==> src/rtl/jtag_ident_pkg.sv <==
package jtag_ident_pkg;
  localparam int unsigned ID_W       = 32;
  localparam int unsigned CUST_BYTES = 32;
  localparam int unsigned CUST_W     = CUST_BYTES * 8;

  typedef enum logic [1:0] {
    DR_NONE,
    DR_IDCODE,
    DR_USERCODE,
    DR_CUSTCODE
  } dr_sel_e;

  // fixed priority: idcode > usercode > custcode
  function automatic dr_sel_e pick_dr(logic id, logic usr, logic cust);
    if (id)        return DR_IDCODE;
    else if (usr)  return DR_USERCODE;
    else if (cust) return DR_CUSTCODE;
    else           return DR_NONE;
  endfunction
endpackage

==> src/rtl/idcode_value.sv <==
module idcode_value #(
  parameter logic [7:0]  FAMILY_CODE = 8'h46,
  parameter logic [7:0]  PRODUCT_ID  = 8'h5A,
  parameter logic [10:0] MFR_ID      = 11'h049
) (
  input  logic [3:0]  version_i,
  output logic [31:0] value_o
);
  assign value_o = {version_i, FAMILY_CODE, PRODUCT_ID, MFR_ID, 1'b1};
endmodule

==> src/rtl/cust_code_select.sv <==
module cust_code_select
  import jtag_ident_pkg::*;
#(
  parameter int unsigned NUM_REV = 4,
  parameter int unsigned REV_W   = 2
) (
  input  logic [REV_W-1:0]          rev_i,
  input  logic                      blank_i,
  input  logic [NUM_REV-1:0]        valid_i,
  input  logic [NUM_REV*CUST_W-1:0] codes_i,
  output logic [CUST_W-1:0]         value_o
);
  logic [CUST_W-1:0] slice_q [NUM_REV];

  for (genvar r = 0; r < NUM_REV; r++) begin : g_rev
    assign slice_q[r] = valid_i[r] ? codes_i[r*CUST_W +: CUST_W] : '1;
  end

  always_comb begin
    value_o = '1;
    if (!blank_i) begin
      for (int r = 0; r < NUM_REV; r++) begin
        if (REV_W'(r) == rev_i) value_o = slice_q[r];
      end
    end
  end
endmodule

==> src/rtl/dr_shifter.sv <==
module dr_shifter #(
  parameter int unsigned W = 32
) (
  input  logic         tck_i,
  input  logic         rst_ni,
  input  logic         en_i,
  input  logic         capture_i,
  input  logic         shift_i,
  input  logic         tdi_i,
  input  logic [W-1:0] cap_val_i,
  output logic         lsb_o
);
  logic [W-1:0] sr_q;

  always_ff @(posedge tck_i or negedge rst_ni) begin
    if (!rst_ni) begin
      sr_q <= '0;
    end else if (en_i) begin
      if (capture_i)    sr_q <= cap_val_i;
      else if (shift_i) sr_q <= {tdi_i, sr_q[W-1:1]};
    end
  end

  assign lsb_o = sr_q[0];
endmodule

==> src/rtl/jtag_ident_regs.sv <==
module jtag_ident_regs
  import jtag_ident_pkg::*;
#(
  parameter logic [7:0]  FAMILY_CODE = 8'h46,
  parameter logic [7:0]  PRODUCT_ID  = 8'h5A,
  parameter logic [10:0] MFR_ID      = 11'h049,
  parameter int unsigned NUM_REV     = 4,
  localparam int unsigned REV_W      = (NUM_REV > 1) ? $clog2(NUM_REV) : 1
) (
  input  logic                      tck_i,
  input  logic                      rst_ni,
  input  logic                      sel_idcode_i,
  input  logic                      sel_usercode_i,
  input  logic                      sel_custcode_i,
  input  logic                      capture_dr_i,
  input  logic                      shift_dr_i,
  input  logic                      tdi_i,
  input  logic [3:0]                version_i,
  input  logic [REV_W-1:0]          rev_sel_i,
  input  logic                      blank_i,
  input  logic [ID_W-1:0]           user_code_i,
  input  logic                      user_valid_i,
  input  logic [NUM_REV*CUST_W-1:0] cust_code_i,
  input  logic [NUM_REV-1:0]        cust_valid_i,
  output logic                      tdo_o
);
  dr_sel_e           dr_sel;
  logic [ID_W-1:0]   id_val, user_val;
  logic [CUST_W-1:0] cust_val;
  logic              id_lsb, user_lsb, cust_lsb;

  assign dr_sel = pick_dr(sel_idcode_i, sel_usercode_i, sel_custcode_i);

  idcode_value #(
    .FAMILY_CODE(FAMILY_CODE),
    .PRODUCT_ID (PRODUCT_ID),
    .MFR_ID     (MFR_ID)
  ) u_id_val (
    .version_i(version_i),
    .value_o  (id_val)
  );

  assign user_val = (blank_i || !user_valid_i) ? '1 : user_code_i;

  cust_code_select #(
    .NUM_REV(NUM_REV),
    .REV_W  (REV_W)
  ) u_cust_val (
    .rev_i  (rev_sel_i),
    .blank_i(blank_i),
    .valid_i(cust_valid_i),
    .codes_i(cust_code_i),
    .value_o(cust_val)
  );

  dr_shifter #(.W(ID_W)) u_id_sr (
    .tck_i    (tck_i),
    .rst_ni   (rst_ni),
    .en_i     (dr_sel == DR_IDCODE),
    .capture_i(capture_dr_i),
    .shift_i  (shift_dr_i),
    .tdi_i    (tdi_i),
    .cap_val_i(id_val),
    .lsb_o    (id_lsb)
  );

  dr_shifter #(.W(ID_W)) u_user_sr (
    .tck_i    (tck_i),
    .rst_ni   (rst_ni),
    .en_i     (dr_sel == DR_USERCODE),
    .capture_i(capture_dr_i),
    .shift_i  (shift_dr_i),
    .tdi_i    (tdi_i),
    .cap_val_i(user_val),
    .lsb_o    (user_lsb)
  );

  dr_shifter #(.W(CUST_W)) u_cust_sr (
    .tck_i    (tck_i),
    .rst_ni   (rst_ni),
    .en_i     (dr_sel == DR_CUSTCODE),
    .capture_i(capture_dr_i),
    .shift_i  (shift_dr_i),
    .tdi_i    (tdi_i),
    .cap_val_i(cust_val),
    .lsb_o    (cust_lsb)
  );

  always_comb begin
    unique case (dr_sel)
      DR_IDCODE:   tdo_o = id_lsb;
      DR_USERCODE: tdo_o = user_lsb;
      DR_CUSTCODE: tdo_o = cust_lsb;
      default:     tdo_o = 1'b0;
    endcase
  end
endmodule

==> config.mk <==
export PLATFORM = sky130hd
export DESIGN_NAME = jtag_ident_regs
export DESIGN_NICKNAME = d
export VERILOG_FILES = /design/src/rtl/jtag_ident_pkg.sv /design/src/rtl/idcode_value.sv /design/src/rtl/cust_code_select.sv /design/src/rtl/dr_shifter.sv /design/src/rtl/jtag_ident_regs.sv
export SDC_FILE = /design/constraint.sdc
export NUM_CORES = 1
export LEC_CHECK = 0
export BUFFER_PORTS_ARGS = -buffer_cell sky130_fd_sc_hd__buf_2
export CAP_MARGIN = 10
export CORE_AREA = 2 2 418 420
export CTS_CLUSTER_DIAMETER = 200
export DETAILED_ROUTE_END_ITERATION = 12
export DIE_AREA = 0 0 420 422
export PLACE_DENSITY = 0.3
export SLEW_MARGIN = 20
export SYNTH_ARGS = -nofsm -noshare
export SYNTH_HDL_FRONTEND = slang
export SYNTH_SLANG_ARGS = --single-unit
==> constraint.sdc <==
create_clock -name tck_i -period 2.4 [get_ports tck_i]
set_input_delay 0.12 -clock tck_i [delete_from_list [all_inputs] [get_ports tck_i]]
set_output_delay 0.12 -clock tck_i [all_outputs]
set_load 0.02 [all_outputs]
==> flow_summary.json, run 1 <==
{
  "place.gp.congestion": 0.921,
  "worstRegToRegCells": 3,
  "wl_per_cell_um": 25.4,
  "crit_arrival_ns": 2.91,
  "p_leak_nw": 15.5,
  "ys_seq_area_share_pct": 37.8,
  "rsz0062_at_grt": "false",
  "dp_hpwl_um": 124000,
  "ir_drop_v": 0.000509,
  "syn_to_final_growth_pct": 73.3,
  "r2r-end": "u_cust_sr.sr_q[238]",
  "route.detailed.drc": 0,
  "dieArea_um2": 177000,
  "r2r-start": "u_cust_sr.sr_q[239]",
  "synth.area.top_cells": "dfrtp_1 38%, o21ai_0 9.3%, nor2_1 7.3%",
  "clockBufferDepth": 3,
  "antenna_found_initial": 83,
  "clkSinkCount": 320,
  "drtPass1Iterations": 5,
  "vias_per_cell": 4.38,
  "use_met3_pct": 3.40,
  "end_kind": "register",
  "combPwrFrac_pct": 27.2,
  "gr-total-overflow": 0,
  "swShare_pct": 32.2,
  "p_sw_w": 0.00662,
  "synth_cell_types": 39,
  "ios": 1077,
  "dr_total_vias": 28400,
  "final_nets": 5162,
  "post_cts_resize_count": 0,
  "period_minus_slack_ns": 2.39,
  "max_slew_margin_pct": 30.2,
  "synth_edf_count": 0,
  "top_usage_layer": "met2",
  "synth_seq_cells": 320,
  "finalSetupViolations": 0,
  "insertion_delay_ns": 0.64,
  "final_util_pct": 21.2,
  "worst-setup-path-type": "in -> reg",
  "p_int_w": 0.0139,
  "syn-num-nets": 3703,
  "finClkSkew_ns": 0.0228,
  "grt_pass1_wl_um": 226000,
  "synth_most_common_cell": "nor2_1",
  "cap_violations": 0,
  "grt_pass1_vias": 29000,
  "final-hold-violation-count": 0,
  "syn-mean-instance-area_um2": 8.06,
  "yosysTopAreaCell": "dfrtp_1",
  "synth_top_area_share_pct": 37.8,
  "worstPathMaxFanout": 60,
  "grt_usage_pct": 17.8,
  "use_met2_pct": 29.6,
  "synthCells": 2627,
  "hold_ws_ns": 0.0345,
  "hp-class": "in -> async",
  "antenna_left": 0,
  "fin_area_um2": 36700,
  "ys_top_cells_by_count": "411 x nor2_1, 392 x o21ai_0, 320 x dfrtp_1, 215 x clkbuf_1, 183 x nand2_1",
  "tightest_slew_ns": 1.05,
  "yosysWarnings": 0,
  "dpl.cell_count": 5822,
  "die_y_um": 422,
  "numCtsBuffers": 48,
  "cts_max_level": 2,
  "met1_usage_pct": 23.1,
  "final_cells": 6480,
  "synth_flop_cell": "dfrtp_1",
  "maxSlewViolCount": 0,
  "p_clk_share_pct": 37.3,
  "power_frac_seq_pct": 35.5,
  "finalCritPeriodShare_pct": 99.7,
  "cts_tree": "built",
  "port_buffers": 1076,
  "synthesis.area_um2": 21200,
  "cts-root-buf": "clkbuf_16",
  "drive_above_1_share_pct": 31.4,
  "drtIter0Drc": 1998,
  "fmax_mhz": 418,
  "wl_um": 164000,
  "start_kind": "input port",
  "coreArea_um2": 173000,
  "setup_tns_ns": 0,
  "status": "finished clean",
  "num_rows": 153,
  "die-width_um": 420,
  "powerDensity_nw_per_um2": 560,
  "synth_async_sr_flop_share_pct": 100,
  "grt_max_degree": 150,
  "path_clk_slew_ns": 0.05,
  "start_util_pct": 12.3,
  "required_ns": 2.92,
  "rrSetupSlack_ns": 0.62,
  "placed_area_um2": 29600
}
critical path, cell delays in order:
cell and delay, ns:
buf_6 0.31, nand2_4 0.12, buf_12 0.19, buf_4 0.32, o221ai_1 0.18, dlygate4sd3_1 0.57
o211ai_1 0.09, dlygate4sd3_1 0.60, a22o_1 0.18
cell type report:
| cell class | count | area [um2] |
|---|---|---|
| sequential | 320 | 8010 |
| tap | 2325 | 2910 |
| timing repair buffer | 1736 | 12200 |
| clock inverter | 21 | 330 |
| inverter | 4 | 22.5 |
| multi-input combinational | 1976 | 11900 |
| clock buffer | 66 | 1330 |
| antenna | 32 | 80.1 |
| fill | 19500 | 136000 |
cells by family after synthesis:
logic type | after synthesis | synth area share (%)
simple gates | 734 | 16.0
mux | 4 | 0.189
compound gates | 1238 | 39.5
buf+inv | 331 | 6.50
flops | 320 | 37.8
worst max-delay path by stage:
stage | startpoint | endpoint | slack (ns) | depth (start not counted)
global placement | rev_sel_i[0] | u_cust_sr.sr_q[65] | -0.03 | 7
global route | rev_sel_i[0] | u_cust_sr.sr_q[107] | 0.008 | 9
finish | rev_sel_i[0] | u_cust_sr.sr_q[102] | 0.008 | 9
detailed placement | rev_sel_i[0] | u_cust_sr.sr_q[65] | -0.06 | 7
floorplan | sel_usercode_i | u_cust_sr.sr_q[100] | 0.96 | 6
CTS | rev_sel_i[0] | u_cust_sr.sr_q[255] | 0.05 | 8
flip-flops by register name, indices dropped and copies added (netlist names):
signal / flops
u_cust_sr.sr_q: 256
u_id_sr.sr_q: 32
u_user_sr.sr_q: 32
stage by stage:
step                total power, W  setup slack, ns
detailed placement          0.0121          -0.0566
global route                0.0219          0.00759
CTS                         0.0210           0.0488
floorplan                  0.00951            0.962
finish                      0.0206          0.00834
global placement            0.0121          -0.0279
repair_timing:
item / 4_1_cts / 5_1_grt
setup endpoints to repair: 0 / 4
hold buffers: 536 / 0
hold endpoints to repair: 598 / 0
buffers inserted: 0 / 3
layer usage:
layer / wire length (um) / part of all wire [%]
met1: 70600 / 43
met3: 10100 / 6.1
met4: 4110 / 2.5
met5: 192 / 0.12
met2: 79400 / 48
cells in the final DEF (no fill, tap or decap), types with 2 or more instances in the layout:
master and count:
nand2_4 2, buf_6 2, buf_8 3, o211ai_1 143, clkbuf_1 12, nor2_1 411, nand4_1 2, buf_4 88
bufinv_16 6, nand2b_1 19, diode_2 32, o22ai_1 181, nand3b_1 2, dfrtp_1 320, o221ai_1 141, clkinv_2 8
o21ai_0 392, buf_12 36, clkinv_16 2, dlygate4sd3_1 536, o41ai_2 6, a21oi_1 114, and4_1 106, nand2b_4 2
clkinv_4 2, clkbuf_16 48, o211a_1 4, a22o_1 142, nand2_1 181, clkbuf_8 6, inv_4 3, mux2i_1 4
a32o_1 2, nor2b_1 3, buf_2 1071, o41ai_1 104
power by group through the flow:
stage | sequential [W] | clock, W | combinational (W)
final | 0.00729 | 0.00768 | 0.00560
after global routing | 0.00744 | 0.00826 | 0.00616
after CTS | 0.00729 | 0.00808 | 0.00565
after detailed placement | 0.00736 | 0 | 0.00470
after global placement | 0.00738 | 0 | 0.00470
after floorplan | 0.00708 | 0 | 0.00243
Power figures use the tool's default switching activity.
==> run 2, diff against run 1 <==
CORE_AREA = 2 2 414 416   (was 2 2 418 420)
CTS_BUF_LIST = sky130_fd_sc_hd__clkbuf_4   (was default)
DIE_AREA = 0 0 416 418   (was 0 0 420 422)
==> run 2 against run 1 <==
Net effect: the run now ends with setup timing left; clock skew rose by 0.047 ns; count of clock-buffer cells in the layout is 90 higher; routed wire length down 0.38%; first-iteration DRC count increased by 7.9%; cell area rose by 13%; clock power is 24% lower; register-to-register slack worse by 0.12 ns; sequential cell count did not move; non-clock buffer count up 495; global-route usage increased by 0.35 points; maximum frequency decreased by 4.3%; die area down 1.9%; critical endpoint is now u_cust_sr.sr_q[47].
==> flow_summary.json, run 2 (synthesis gave the netlist of run 1 again) <==
{
  "place.gp.congestion": 0.866,
  "die_y_um": 418,
  "multi_input_area_um2": 11900,
  "cap_violations": 0,
  "tightest_slew_ns": 0.863,
  "antenna_found_initial": 64,
  "grt_pass1_wl_um": 231000,
  "regMostFlops": "u_cust_sr.sr_q",
  "start_util_pct": 12.5,
  "route.detailed.drc": 0,
  "cts_tree": "built",
  "crit_arrival_ns": 3.33,
  "cts_max_level": 3,
  "ir_drop_v": 0.000302,
  "coreArea_um2": 169000,
  "final-seq-area_um2": 8010,
  "worstRegToRegCells": 4,
  "final-hold-violation-count": 0,
  "antenna_left": 0,
  "final_cells": 6963,
  "num_rows": 151,
  "crit_chain": "dlygate4sd3_1 > buf_2 > or3b_4 > o21bai_4 > dlygate4sd3_1 > buf_12 > buf_16 > a22o_1 > dlygate4sd3_1",
  "dr_total_vias": 30900,
  "cts-root-buf": "clkbuf_4",
  "hold_ws_ns": 0.129,
  "die-width_um": 416,
  "path_clk_slew_ns": 0.07,
  "fmax_mhz": 400,
  "gr-total-overflow": 0,
  "most-common-layout-cells": "1,071 x buf_2, 1,033 x dlygate4sd3_1, 411 x nor2_1, 392 x o21ai_0, 320 x dfrtp_1",
  "required_ns": 3.23,
  "worstPathMaxFanout": 40,
  "nFillCells": 19000,
  "hold_path_end": "u_cust_sr.sr_q[71]",
  "worst-setup-path-type": "in -> reg",
  "wl_um": 164000,
  "finalCritPeriodShare_pct": 104,
  "end_kind": "register",
  "numCtsBuffers": 107,
  "start_kind": "input port",
  "grt_pass1_vias": 32600,
  "cp_slowest_stage_delay_ns": 0.61,
  "final_util_pct": 24.5,
  "dp_hpwl_um": 122000,
  "port_buffers": 1076,
  "largest_reg_flops": 256,
  "grt_usage_pct": 18.1,
  "whs_path_depth": 5,
  "r2r-end": "u_user_sr.sr_q[25]",
  "wl_per_cell_um": 23.5,
  "maxSlewViolCount": 0,
  "syn_to_final_growth_pct": 95.3,
  "clkSinkCount": 320,
  "finClkSkew_ns": 0.0699,
  "drive_above_1_share_pct": 29.4,
  "ios": 1077,
  "final_nets": 5716,
  "max_slew_margin_pct": 42.5,
  "largestRegisters": "u_cust_sr.sr_q (256), u_id_sr.sr_q (32), u_user_sr.sr_q (32)",
  "crit_slowest_cell": "dlygate4sd3_1",
  "rsz0062_at_grt": "false",
  "hp-class": "in -> reg",
  "drtIter0Drc": 2156,
  "worst_slack_ns": -0.0986,
  "hp-start": "cust_code_i[327]",
  "failed_checks": "setup timing",
  "rrSetupSlack_ns": 0.50,
  "cpMostUsedCell": "dlygate4sd3_1",
  "cts_setup_buffers": 0,
  "finalSetupViolations": 44,
  "final_common_cell": "buf_2",
  "powerDensity_nw_per_um2": 488,
  "insertion_delay_ns": 1.01,
  "drtPass1Iterations": 5,
  "dieArea_um2": 174000,
  "r2r-start": "u_user_sr.sr_q[26]",
  "power_w": 0.0202,
  "grt_max_degree": 150,
  "dpl.cell_count": 5712,
  "status": "complete, but fails checks",
  "period_minus_slack_ns": 2.50,
  "p_leak_nw": 17.6,
  "setup_tns_ns": -1.33,
  "clockBufferDepth": 3,
  "vias_per_cell": 4.44
}
[run 2: changes by cell type in the layout (fill, tap and decap cells not counted), sizes merged, moves of 2 or more]
cell	before	now
bufinv	6	0
buf	1200	1195
inv	5	7
clkbuf	66	158
diode	32	40
dlygate4sd3	536	1033
[run 2: stage by stage]
step	setup slack (ns)	cell area, um2
after floorplan	0.962	21200
after global placement	0.0384	29500
after detailed placement	0.0378	29500
after CTS	0.0151	41600
after global routing	0.0282	41300
final	-0.0986	41400
[run 2: area by class of cell]
class,count,area share (%)
clock inverter,18,0.227
inverter,4,0.0545
clock buffer,156,2.83
timing repair buffer,2231,41.9
tap,2218,6.71
antenna,40,0.242
multi-input combinational,1976,28.7
sequential,320,19.4
[run 2: power breakdown]
group	total, W	internal [W]	switching (W)
sequential	0.00732	0.00654	0.000774
combinational	0.00698	0.00402	0.00296
clock	0.00587	0.00293	0.00293
[run 2: worst max-delay path, delay by kind of cell]
family	cells	cell delay (ns)
buffers and inverters	6	2.30
AOI/OAI and AO/OA	2	0.46
and+or+nand+nor	1	0.41
[run 2: how the worst max path moves through the flow]
stage | startpoint | endpoint | slack, ns | cells past startpoint
6_report | sel_idcode_i | u_cust_sr.sr_q[47] | -0.1 | 9
3_3_place_gp | rev_sel_i[1] | u_cust_sr.sr_q[89] | 0.04 | 6
5_1_grt | sel_idcode_i | u_cust_sr.sr_q[243] | 0.03 | 10
3_5_place_dp | rev_sel_i[1] | u_cust_sr.sr_q[89] | 0.04 | 6
2_1_floorplan | sel_usercode_i | u_cust_sr.sr_q[100] | 0.96 | 6
4_1_cts | cust_code_i[751] | u_cust_sr.sr_q[239] | 0.02 | 9
[run 2: metal layers]
metal | GRT usage [%] | up-vias | wire length, um
met2 | 30.1 | 1085 | 79200
met5 | 0 | - | 249
met4 | 5.79 | 38 | 3870
li1 | - | 14300 | -
met3 | 4.30 | 238 | 10100
met1 | 23.0 | 15300 | 70300
[run 2: timing repair]
item | in CTS | in global routing
resized for setup | 0 | 7
hold buffers | 1083 | 1
hold endpoints to repair | 640 | 1
setup endpoints to repair | 0 | 60
